### src/rtl/lowtog_pkg.sv
package lowtog_pkg;
  localparam int STEPS = 4;
  localparam int PHASE_W = $clog2(STEPS);

  typedef enum logic [1:0] {
    ACT_HOLD = 2'd0,
    ACT_LOAD = 2'd1,
    ACT_STEP = 2'd2
  } act_t;
endpackage

### src/rtl/lowtog_lfsr.sv
module lowtog_lfsr #(
  parameter int WIDTH = 8,
  parameter logic [WIDTH-1:0] TAPS = 8'hB8,
  parameter logic [WIDTH-1:0] BOOT = 8'h01
) (
  input  logic             clk,
  input  logic             rst,
  input  logic             load,
  input  logic [WIDTH-1:0] seed,
  input  logic             advance,
  output logic [WIDTH-1:0] cur,
  output logic [WIDTH-1:0] nxt,
  output logic [WIDTH-1:0] load_val
);
  logic [WIDTH-1:0] state;
  logic             fb;

  assign load_val = (seed == '0) ? WIDTH'(1) : seed;
  assign fb       = ^(state & TAPS);
  assign nxt      = {state[WIDTH-2:0], fb};
  assign cur      = state;

  always_ff @(posedge clk) begin
    if (rst)          state <= BOOT;
    else if (load)    state <= load_val;
    else if (advance) state <= nxt;
  end
endmodule

### src/rtl/lowtog_seq.sv
module lowtog_seq
  import lowtog_pkg::*;
(
  input  logic               clk,
  input  logic               rst,
  input  logic               load,
  input  logic               enable,
  output act_t               act,
  output logic [PHASE_W-1:0] phase,
  output logic               advance
);
  localparam logic [PHASE_W-1:0] LAST = PHASE_W'(STEPS - 1);

  always_comb begin
    if (load)        act = ACT_LOAD;
    else if (enable) act = ACT_STEP;
    else             act = ACT_HOLD;
  end

  assign advance = (act == ACT_STEP) && (phase == LAST);

  always_ff @(posedge clk) begin
    if (rst) phase <= '0;
    else begin
      case (act)
        ACT_LOAD: phase <= '0;
        ACT_STEP: phase <= advance ? '0 : phase + 1'b1;
        default:  phase <= phase;
      endcase
    end
  end
endmodule

### src/rtl/lowtog_blend.sv
module lowtog_blend
  import lowtog_pkg::*;
#(
  parameter int WIDTH = 8
) (
  input  logic [WIDTH-1:0]   cur,
  input  logic [WIDTH-1:0]   nxt,
  input  logic [PHASE_W-1:0] phase,
  output logic [WIDTH-1:0]   mix
);
  localparam int GW = WIDTH / STEPS;

  for (genvar g = 0; g < STEPS; g++) begin : g_grp
    assign mix[g*GW +: GW] = (PHASE_W'(g) <= phase) ? nxt[g*GW +: GW]
                                                   : cur[g*GW +: GW];
  end
endmodule

### src/rtl/lowtog_tpg.sv
module lowtog_tpg
  import lowtog_pkg::*;
#(
  parameter int WIDTH = 8,
  parameter logic [WIDTH-1:0] TAPS = 8'hB8,
  parameter logic [WIDTH-1:0] RESET_SEED = 8'h01
) (
  input  logic             clk,
  input  logic             rst,
  input  logic             seed_load,
  input  logic [WIDTH-1:0] seed_value,
  input  logic             enable,
  output logic [WIDTH-1:0] pattern_out,
  output logic             pattern_valid
);
  localparam logic [WIDTH-1:0] BOOT = (RESET_SEED == '0) ? WIDTH'(1) : RESET_SEED;

  act_t               act;
  logic [PHASE_W-1:0] phase;
  logic               advance;
  logic [WIDTH-1:0]   cur, nxt, load_val, mix;

  lowtog_seq u_seq (
    .clk(clk), .rst(rst), .load(seed_load), .enable(enable),
    .act(act), .phase(phase), .advance(advance)
  );

  lowtog_lfsr #(.WIDTH(WIDTH), .TAPS(TAPS), .BOOT(BOOT)) u_lfsr (
    .clk(clk), .rst(rst), .load(seed_load), .seed(seed_value),
    .advance(advance), .cur(cur), .nxt(nxt), .load_val(load_val)
  );

  lowtog_blend #(.WIDTH(WIDTH)) u_blend (
    .cur(cur), .nxt(nxt), .phase(phase), .mix(mix)
  );

  always_ff @(posedge clk) begin
    if (rst) begin
      pattern_out   <= BOOT;
      pattern_valid <= 1'b0;
    end else begin
      case (act)
        ACT_LOAD: begin
          pattern_out   <= load_val;
          pattern_valid <= 1'b0;
        end
        ACT_STEP: begin
          pattern_out   <= mix;
          pattern_valid <= 1'b1;
        end
        default: pattern_valid <= 1'b0;
      endcase
    end
  end
endmodule

### config.mk
export PLATFORM = sky130hd
export DESIGN_NAME = lowtog_tpg
export DESIGN_NICKNAME = d
export VERILOG_FILES = /design/src/rtl/lowtog_pkg.sv /design/src/rtl/lowtog_lfsr.sv /design/src/rtl/lowtog_seq.sv /design/src/rtl/lowtog_blend.sv /design/src/rtl/lowtog_tpg.sv
export SDC_FILE = /design/constraint.sdc
export NUM_CORES = 1
export LEC_CHECK = 0
export ABC_AREA = 0
export BUFFER_PORTS_ARGS = -buffer_cell sky130_fd_sc_hd__buf_4
export CORE_MARGIN = 2
export CORE_UTILIZATION = 45
export CTS_BUF_LIST = sky130_fd_sc_hd__clkbuf_8
export CTS_CLUSTER_DIAMETER = 200
export DETAILED_ROUTE_END_ITERATION = 10
export HOLD_SLACK_MARGIN = 0.15
export MAX_ROUTING_LAYER = met4
export PLACE_DENSITY = 0.7
export SYNTH_ARGS = -nofsm -noshare
export SYNTH_HDL_FRONTEND = slang
export SYNTH_SLANG_ARGS = --single-unit
### constraint.sdc
create_clock -name clk -period 1.6 [get_ports clk]
set_clock_uncertainty 0.2 [all_clocks]
set_input_delay 0.24 -clock clk [delete_from_list [all_inputs] [get_ports clk]]
set_output_delay 0.24 -clock clk [all_outputs]
set_load 0.02 [all_outputs]
After elaboration in Yosys (flattened, before gate mapping)
Cells that the tools add are included.

Flip-flop bits (word level): 19. Bits of input ports: 12. Output and inout port bits: 9. Word-level logic and storage cells: 30.

$add $sub $neg: 1. Order comparisons: 4. Equal/unequal tests: 3. Muxes and demuxes: 13. Reduce and logical (&&, ||, !) cells: 5.

Operator list (count): $mux 8 (3); $pmux 8 s2 (1); $mux 2 (7); $logic_not 8->1 (1); $reduce_xor 8->1 (1); $eq 2x2->1 const B (2); $le 1x2->1 const A (2); $le 2x2->1 const A (2); $pmux 2 s2 (1); $reduce_bool 2->1 (2); $add 2x1->2 const B (1); $eq 2x1->1 const B (1); $logic_and 1x1->1 (1); $mux 1 (1).

Logic depth before layout (Yosys ltp)
Gate-level depths: netlist (run 1).

Depth in word-level cells: 6. Gate-level depth with buffers: 5. Mapped depth without buffers: 5.

By module
From an unflattened synthesis (run 1), not the netlist that was laid out.

Cell total of the unflattened synthesis: 120. Area total of the unflattened synthesis: 1133.6 µm².

Modules (own cells, without submodules): lowtog_lfsr (times used 1, cells each 59, area each 513.0 µm², sequential area each 160.2 µm²); lowtog_tpg (times used 1, cells each 40, area each 415.4 µm², sequential area each 180.2 µm²); lowtog_seq (times used 1, cells each 11, area each 115.1 µm², sequential area each 40.0 µm²); lowtog_blend (times used 1, cells each 10, area each 90.1 µm², sequential area each 0.0 µm²).

Worst setup path after synthesis (run 1)
Ideal clock, no wire load.

Path kind: reg-to-reg. Start: register u_seq.phase[1]. End: register pattern_out[6]. Library setup time: 0.066 ns. Arrival time: 1.227 ns. Required time: 1.334 ns. Path slack: 0.107 ns. Cell stages (with the launch flop): 6. Buffers on the path: 1. Clock period less this slack: 1.493 ns. Cell sequence: dfxtp_1 > ha_1 > buf_6 > mux2i_1 > a211o_1 > a21oi_2.

Word-level cells in the longest chain between the ends: 3.

Ends and longest elaborated chain: start: declaration (RTL line lowtog_seq.sv:9) `output logic [PHASE_W-1:0] phase,`; start signal: assignment (RTL line lowtog_seq.sv:27) `ACT_STEP: phase <= advance ? '0 : phase + 1'b1;`; start signal: assignment (RTL line lowtog_seq.sv:28) `default: phase <= phase;`; $le 2x2->1 (RTL line lowtog_blend.sv:14) `assign mix[g*GW +: GW] = (PHASE_W'(g) <= phase) ? nxt[g*GW +: GW]`; $mux 2 (RTL line lowtog_blend.sv:14); $pmux 8 s2 (RTL line lowtog_tpg.sv:42) `case (act)`; end signal: assignment (RTL line lowtog_tpg.sv:44) `pattern_out <= load_val;`; end signal: assignment (RTL line lowtog_tpg.sv:48) `pattern_out <= mix;`; end: declaration (RTL line lowtog_tpg.sv:13) `output logic [WIDTH-1:0] pattern_out,`.

Every way passes these cells. A chain may end at the register's enable or synchronous reset.

Final worst setup path (run 1)
Start: input seed_load. End: register pattern_out[0].

Word-level cells in the longest chain between the ends: 3. Elaborated cells between the ends (all ways): 5. Classes of those cells: 2 x eq/ne; 2 x mux; 1 x reduce/logical.

Ends and longest elaborated chain: start: declaration (RTL line lowtog_tpg.sv:10) `input logic seed_load,`; $mux 2 * (RTL line lowtog_seq.sv:15) `if (load) act = ACT_LOAD;`; $eq 2x2->1 / $eq 2x1->1 (equally long branches) (RTL line lowtog_tpg.sv:42); $pmux 8 s2 / $reduce_bool 2->1 (equally long branches).

Every way passes the cells marked *; elsewhere a longest branch is shown, timed or not.

==> results.md, run 1 <==
- Initial DRT Pass Iterations: 4
- Avg Cell Area, Syn: 8.90 µm²
- Critical path fanouts, max: 8
- CTS tree: yes
- Status: finished, final reports clean
- Setup TNS: 0 ns
- WL/cell: 13.9 µm
- Worst Setup Start Kind: input pin
- Die Ht: 51.5 µm
- First DRT Iteration DRCs: 23
- Worst Path Arrival: 1.49 ns
- PwrDens: 798 nW/µm²
- Final #Nets: 164
- Hold Vio Cnt, Final: 0
- I/O Buffers: 20
- Layout cell share with drive strength beyond 1: 30.4%
- Cell area after layout: 1380 µm²
- Core Box Area: 2170 µm²
- Kind of critical path: in -> reg
- Clock latency on the worst-skew pair: 0.26 ns
- Detail Placement HPWL: 1.61 mm
- DR vias/cell: 5.54
- Diode count: 0
- Max Fclk: 0.637 GHz
- CTS max path bufs: 2
- Final worst-path cycle share: 98.2%
- IO Pins: 21
- Mapped cell area: 1010 µm²
- P_leak: 0.590 nW
- Row count: 17
- Seq. cell area: 383 µm²
- Initial Utilization: 46.8%
- Area share of the largest cell type after synthesis: 37.5%
- Die ar.: 2650 µm²
- Initial antenna violation count: 0
- Global-route wire length before repair: 4.18 mm
- Register bit total from synthesis: 19
- Worst rel slew slack: 61.5%
- Max-cap violations: 0
- Worst Max-Slew Pin Slew: 0.576 ns
- Yosys Warn Count: 0
- CTS root buf: clkbuf_8
- Largest net degree at the start of global routing: 27
- Endpoints failing setup: 0
- Leading post-synthesis cells by cell area: dfxtp_1, a211oi_1, mux2i_1
- Max incr delay on CP: 0.61 ns
- VDD IR-drop max: 0.511 mV
- Seq/Total Area, Yosys: 37.5%
- Htree depth: 1
- Mapped Cells: 114
- P&R area growth vs syn: 36.3%
- Crit path max-delay family: buffers and inverters
- Clk sinks: 19
- Final antenna-violating net count: 0
- Vias in the first global route: 895
- Final period demand of the worst path: 1.57 ns
- Filler cell count: 185
- Area after DPL: 1190 µm²
- RePlAce Congestion: 0.744
- Routed wire length: 2.44 mm
- Multi-input gate area: 594 µm²
- Slowest stage cell, crit path: dlygate4sd3_1
- Drt drc: 0
- WP buf/inv: 2
- Die width: 51.5 µm
- Worst EP required: 1.52 ns
- Clock transition at path regs: 0.07 ns
- Fin util: 63.7%
- Post-synthesis cell type count: 32
- Syn_nets: 129
- GRT overflow: 0
- Total CTS buffers: 3
- Via count: 975
- CP Cell Sequence: buf_4, dlygate4sd3_1, a221oi_2, o311ai_1
- Crit end category: flip-flop
- Max Slew Vio Count: 0
- Total track usage: 22.0%
- Worst Hold Class: in -> reg
- Largest area contributor in the netlist: dfxtp_1
==> cell families (layout without fill, tap and decap cells) <==
group / after synthesis / in the layout / synth area share [%]
AOI/OAI and AO/OA: 26 / 26 / 20.2
xor gates and xnor gates: 3 / 3 / 2.59
adders and majority gates: 3 / 3 / 3.70
buffers and inverters: 12 / 46 / 6.90
DFF: 19 / 19 / 37.5
muxes: 5 / 5 / 4.93
and+or+nand+nor: 46 / 46 / 24.2
==> worst paths after layout <==
| path | startpoint | endpoint | slack, ns | cells past startpoint |
|---|---|---|---|---|
| min | seed_load | pattern_out[1]$_SDFFE_PP0P_ | 0.14 | 3 |
| min reg2reg | pattern_out[0]$_SDFFE_PP1P_ | pattern_out[0]$_SDFFE_PP1P_ | 0.29 | 2 |
| max reg2reg | u_seq.phase[1]$_SDFFE_PP0P_ | pattern_out[3]$_SDFFE_PP0P_ | 0.08 | 6 |
| max | seed_load | pattern_out[0]$_SDFFE_PP1P_ | 0.03 | 4 |
==> repair_timing <==
item / 4_1_cts / 5_1_grt
gates resized for setup: 1 / 7
setup endpoints to repair: 1 / 14
hold buffers: 11 / 1
hold endpoints to repair: 16 / 2
pin swaps: 0 / 0
buffers inserted: 0 / 0
==> cells in the mapped netlist <==
cell type and count:
dfxtp_1 19, nor2_1 10, a211oi_1 8, nor2b_1 8, nor3_1 8, nand2_1 7, mux2i_1 5, a211o_1 4
a21oi_1 4, and3_2 4, inv_1 4, and3_1 3, ha_1 3, xnor2_1 3, buf_2 2, buf_4 2
buf_6 2, o21ai_0 2, o311a_1 2, o311ai_1 2, a21oi_2 1, a221oi_1 1, clkbuf_1 1, inv_2 1
nand2_2 1, nand3b_1 1, nor3b_1 1, nor4_1 1, nor4b_1 1, o32ai_1 1, o32ai_2 1, or2_2 1
==> tightest hold or removal path, cell delays in order <==
cell,delay [ns]
buf_4,0.13
a211oi_1,0.06
nor3_1,0.11
==> area by class of cell <==
| cell class | count | area share [%] |
|---|---|---|
| Tap cell | 28 | 2.53 |
| Clock buffer | 3 | 2.99 |
| Clock inverter | 1 | 0.362 |
| Sequential cell | 19 | 27.7 |
| Inverter | 5 | 1.36 |
| Multi-Input combinational cell | 83 | 43.0 |
| Timing Repair Buffer | 37 | 22.1 |
==> metrics by stage <==
step | total power (W) | hold slack, ns | setup WS [ns] | instances
final | 0.00110 | 0.136 | 0.0293 | 176
after global routing | 0.00115 | 0.166 | -0.000921 | 176
after CTS | 0.00110 | 0.0589 | 0.0139 | 176
after detailed placement | 0.000744 | 0.275 | 0.0000265 | 161
after global placement | 0.000739 | 0.268 | 0.0407 | 161
after floorplan | 0.000665 | 0.119 | 0.107 | 114
==> cells in the final DEF (no fill, tap or decap), drive strengths merged, types with 7 or more instances in the layout <==
master / n
a211oi: 8
and3: 7
buf: 26
dfxtp: 19
dlygate4sd3: 11
nand2: 8
nor2: 10
nor2b: 8
nor3: 8
==> state kept, by name (all words and copies together) (netlist names) <==
name / count
u_seq.phase: 2
u_lfsr.cur: 8
pattern_out: 8
pattern_valid: 1
==> per-layer routing <==
metal	track usage [%]	vias to the layer above	wire length [µm]
met4	11.4	0	61
met3	4.39	6	109
met2	32.5	27	1120
met5	-	-	0
met1	28.4	459	1150
li1	-	483	-
==> power by group <==
group / internal (W) / leakage, nW / switching [W] / total (W)
combinational: 0.000117 / 0.406 / 0.000114 / 0.000231
clock: 0.000173 / 0.0255 / 0.000168 / 0.000341
sequential: 0.000505 / 0.158 / 0.0000263 / 0.000531
No activity file was read; power rests on OpenSTA's default activity.
==> run 2, diff against run 1 <==
ABC_AREA = not set   (was 0)
CELL_PAD_IN_SITES_DETAIL_PLACEMENT = 1   (was not set)
CELL_PAD_IN_SITES_GLOBAL_PLACEMENT = 2   (was not set)
CORE_ASPECT_RATIO = 1.75   (was not set)
CORE_UTILIZATION = 30   (was 45)
PLACE_DENSITY = not set   (was 0.7)
PLACE_DENSITY_LB_ADDON = 0.1   (was not set)
==> results.md, run 2 (same netlist as run 1, synthesis figures left out) <==
- Status: finished, final reports clean
- Final antenna-violating net count: 0
- Commonest non-fill, non-tap cells in the layout: buf_4, dfxtp_1, nor2_1
- Worst setup margin: 0.0626 ns
- IO Pins: 21
- VDD IR-drop max: 0.454 mV
- Commonest non-fill, non-tap cell in the layout: buf_4
- DR vias/cell: 5.02
- P_leak: 0.577 nW
- Worst flop-to-flop path endpoint: pattern_out[2]$_SDFFE_PP0P_
- RePlAce Congestion: 0.781
- Drt drc: 0
- Vias in the first global route: 944
- Internal Power: 0.000792 W
- Global-route wire length before repair: 4.67 mm
- Sequential Power Share: 48.0%
- Final worst-path cycle share: 96.1%
- RSZ-0062 raised after global routing: no
- R2R depth: 5
- Worst EP required: 1.60 ns
- Die ar.: 3880 µm²
- GRT overflow: 0
- Fin util: 42.0%
- Max Fclk: 0.650 GHz
- Via count: 953
- Setup TNS: 0 ns
- Initial DRT Pass Iterations: 3
- CTS tree: yes
- Layout cell share with drive strength beyond 1: 32.4%
- CTS root buf: clkbuf_8
- Crit end category: flip-flop
- Initial antenna violation count: 0
- Die Ht: 80.9 µm
- Sw Ratio: 28.1%
- P&R area growth vs syn: 36.4%
- Worst Hold Path EP: pattern_out[0]$_SDFFE_PP1P_
- Worst Max-Slew Pin Slew: 0.225 ns
- First DRT Iteration DRCs: 12
- Row count: 28
- Core Box Area: 3290 µm²
- Initial Utilization: 30.8%
- Net Sw Power: 0.000310 W
- Max Slew Vio Count: 0
- Flop-to-flop setup slack: 0.06 ns
- I/O Buffers: 20
- Dpl ws: -0.0653 ns
- Worst rel slew slack: 84.6%
- Worst Path Arrival: 1.53 ns
- Endpoints failing setup: 0
- Total track usage: 17.9%
- Die width: 48.0 µm
- Worst Setup Start Kind: flip-flop
- R2r startpoint: u_seq.phase[0]$_SDFFE_PP0P_
- Routed wire length: 2.93 mm
- Final cell count without fillers: 190
- Hold Vio Cnt, Final: 0
- Critical path fanouts, max: 3
- PwrDens: 797 nW/µm²
- Hold depth: 4
- Final #Nets: 161
- WL/cell: 15.4 µm
- Final period demand of the worst path: 1.54 ns
- Combinational power share: 21.5%
- Placed Instances: 178
- Clk pwr share: 30.6%
- Clock transition at path regs: 0.08 ns
- Hold_sp: rst
- Detail Placement HPWL: 2.08 mm
- Clock latency on the worst-skew pair: 0.26 ns
- Largest net degree at the start of global routing: 27
- Diode count: 0
- Total CTS buffers: 3
- CTS max path bufs: 2
- Clk sinks: 19
- Htree depth: 1
- Worst Hold Class: in -> reg
- Kind of critical path: reg -> reg
- Max-cap violations: 0
## run 2: worst max path at each step
stage | startpoint | endpoint | slack [ns] | depth (start not counted)
6_report | u_seq.phase[0]$_SDFFE_PP0P_ | pattern_out[2]$_SDFFE_PP0P_ | 0.06 | 5
5_1_grt | u_seq.phase[0]$_SDFFE_PP0P_ | pattern_out[2]$_SDFFE_PP0P_ | 0.003 | 5
4_1_cts | u_seq.phase[1]$_SDFFE_PP0P_ | pattern_out[4]$_SDFFE_PP0P_ | 0.04 | 4
3_5_place_dp | u_seq.phase[0]$_SDFFE_PP0P_ | u_lfsr.cur[1]$_SDFFE_PP0P_ | -0.07 | 4
3_3_place_gp | u_seq.phase[0]$_SDFFE_PP0P_ | u_lfsr.cur[1]$_SDFFE_PP0P_ | -0.002 | 4
2_1_floorplan | u_seq.phase[1]$_SDFFE_PP0P_ | pattern_out[6]$_SDFFE_PP0P_ | 0.11 | 5
## run 2: power by group through the flow
stage / clock network [W] / logic [W] / registers (W)
final: 0.000337 / 0.000237 / 0.000529
after detailed placement: 0 / 0.000215 / 0.000540
after floorplan: 0 / 0.000110 / 0.000555
after global routing: 0.000370 / 0.000260 / 0.000535
after CTS: 0.000350 / 0.000231 / 0.000529
after global placement: 0 / 0.000215 / 0.000539
## run 2: final cells by class
type / instances / area [µm²]
Inverter: 5 / 18.8
Clock inverter: 1 / 3.75
Tap cell: 45 / 56.3
Multi-Input combinational cell: 83 / 606
Sequential cell: 19 / 383
Clock buffer: 3 / 41.3
Fill cell: 421 / 1910
Timing Repair Buffer: 34 / 275
## run 2: timing repair
item,CTS,global route
hold buffers,8,0
hold endpoints to repair,12,0
setup endpoints to repair,9,10
setup buffers,0,0
resized for setup,1,9
## run 2: worst max-delay path: stages (launching register included)
cell and delay [ns]:
dfxtp_2 0.36, inv_1 0.07, ha_2 0.21, mux2i_1 0.15, a211o_1 0.33, a21oi_2 0.15
## run 2: metrics by stage
step / hold WS, ns / cell area (µm²) / total power [W]
2_1_floorplan: 0.119 / 1010 / 0.000665
3_3_place_gp: 0.259 / 1210 / 0.000754
3_5_place_dp: 0.266 / 1210 / 0.000755
4_1_cts: 0.160 / 1340 / 0.00111
5_1_grt: 0.161 / 1380 / 0.00116
6_report: 0.160 / 1380 / 0.00110
## run 2: layer usage
metal / vias up / wire length [µm] / GRT usage [%]
met5: - / 0 / -
met4: 0 / 48 / 8.11
met3: 4 / 37 / 2.00
met2: 10 / 1690 / 29.7
met1: 468 / 1150 / 20.4
li1: 471 / - / -
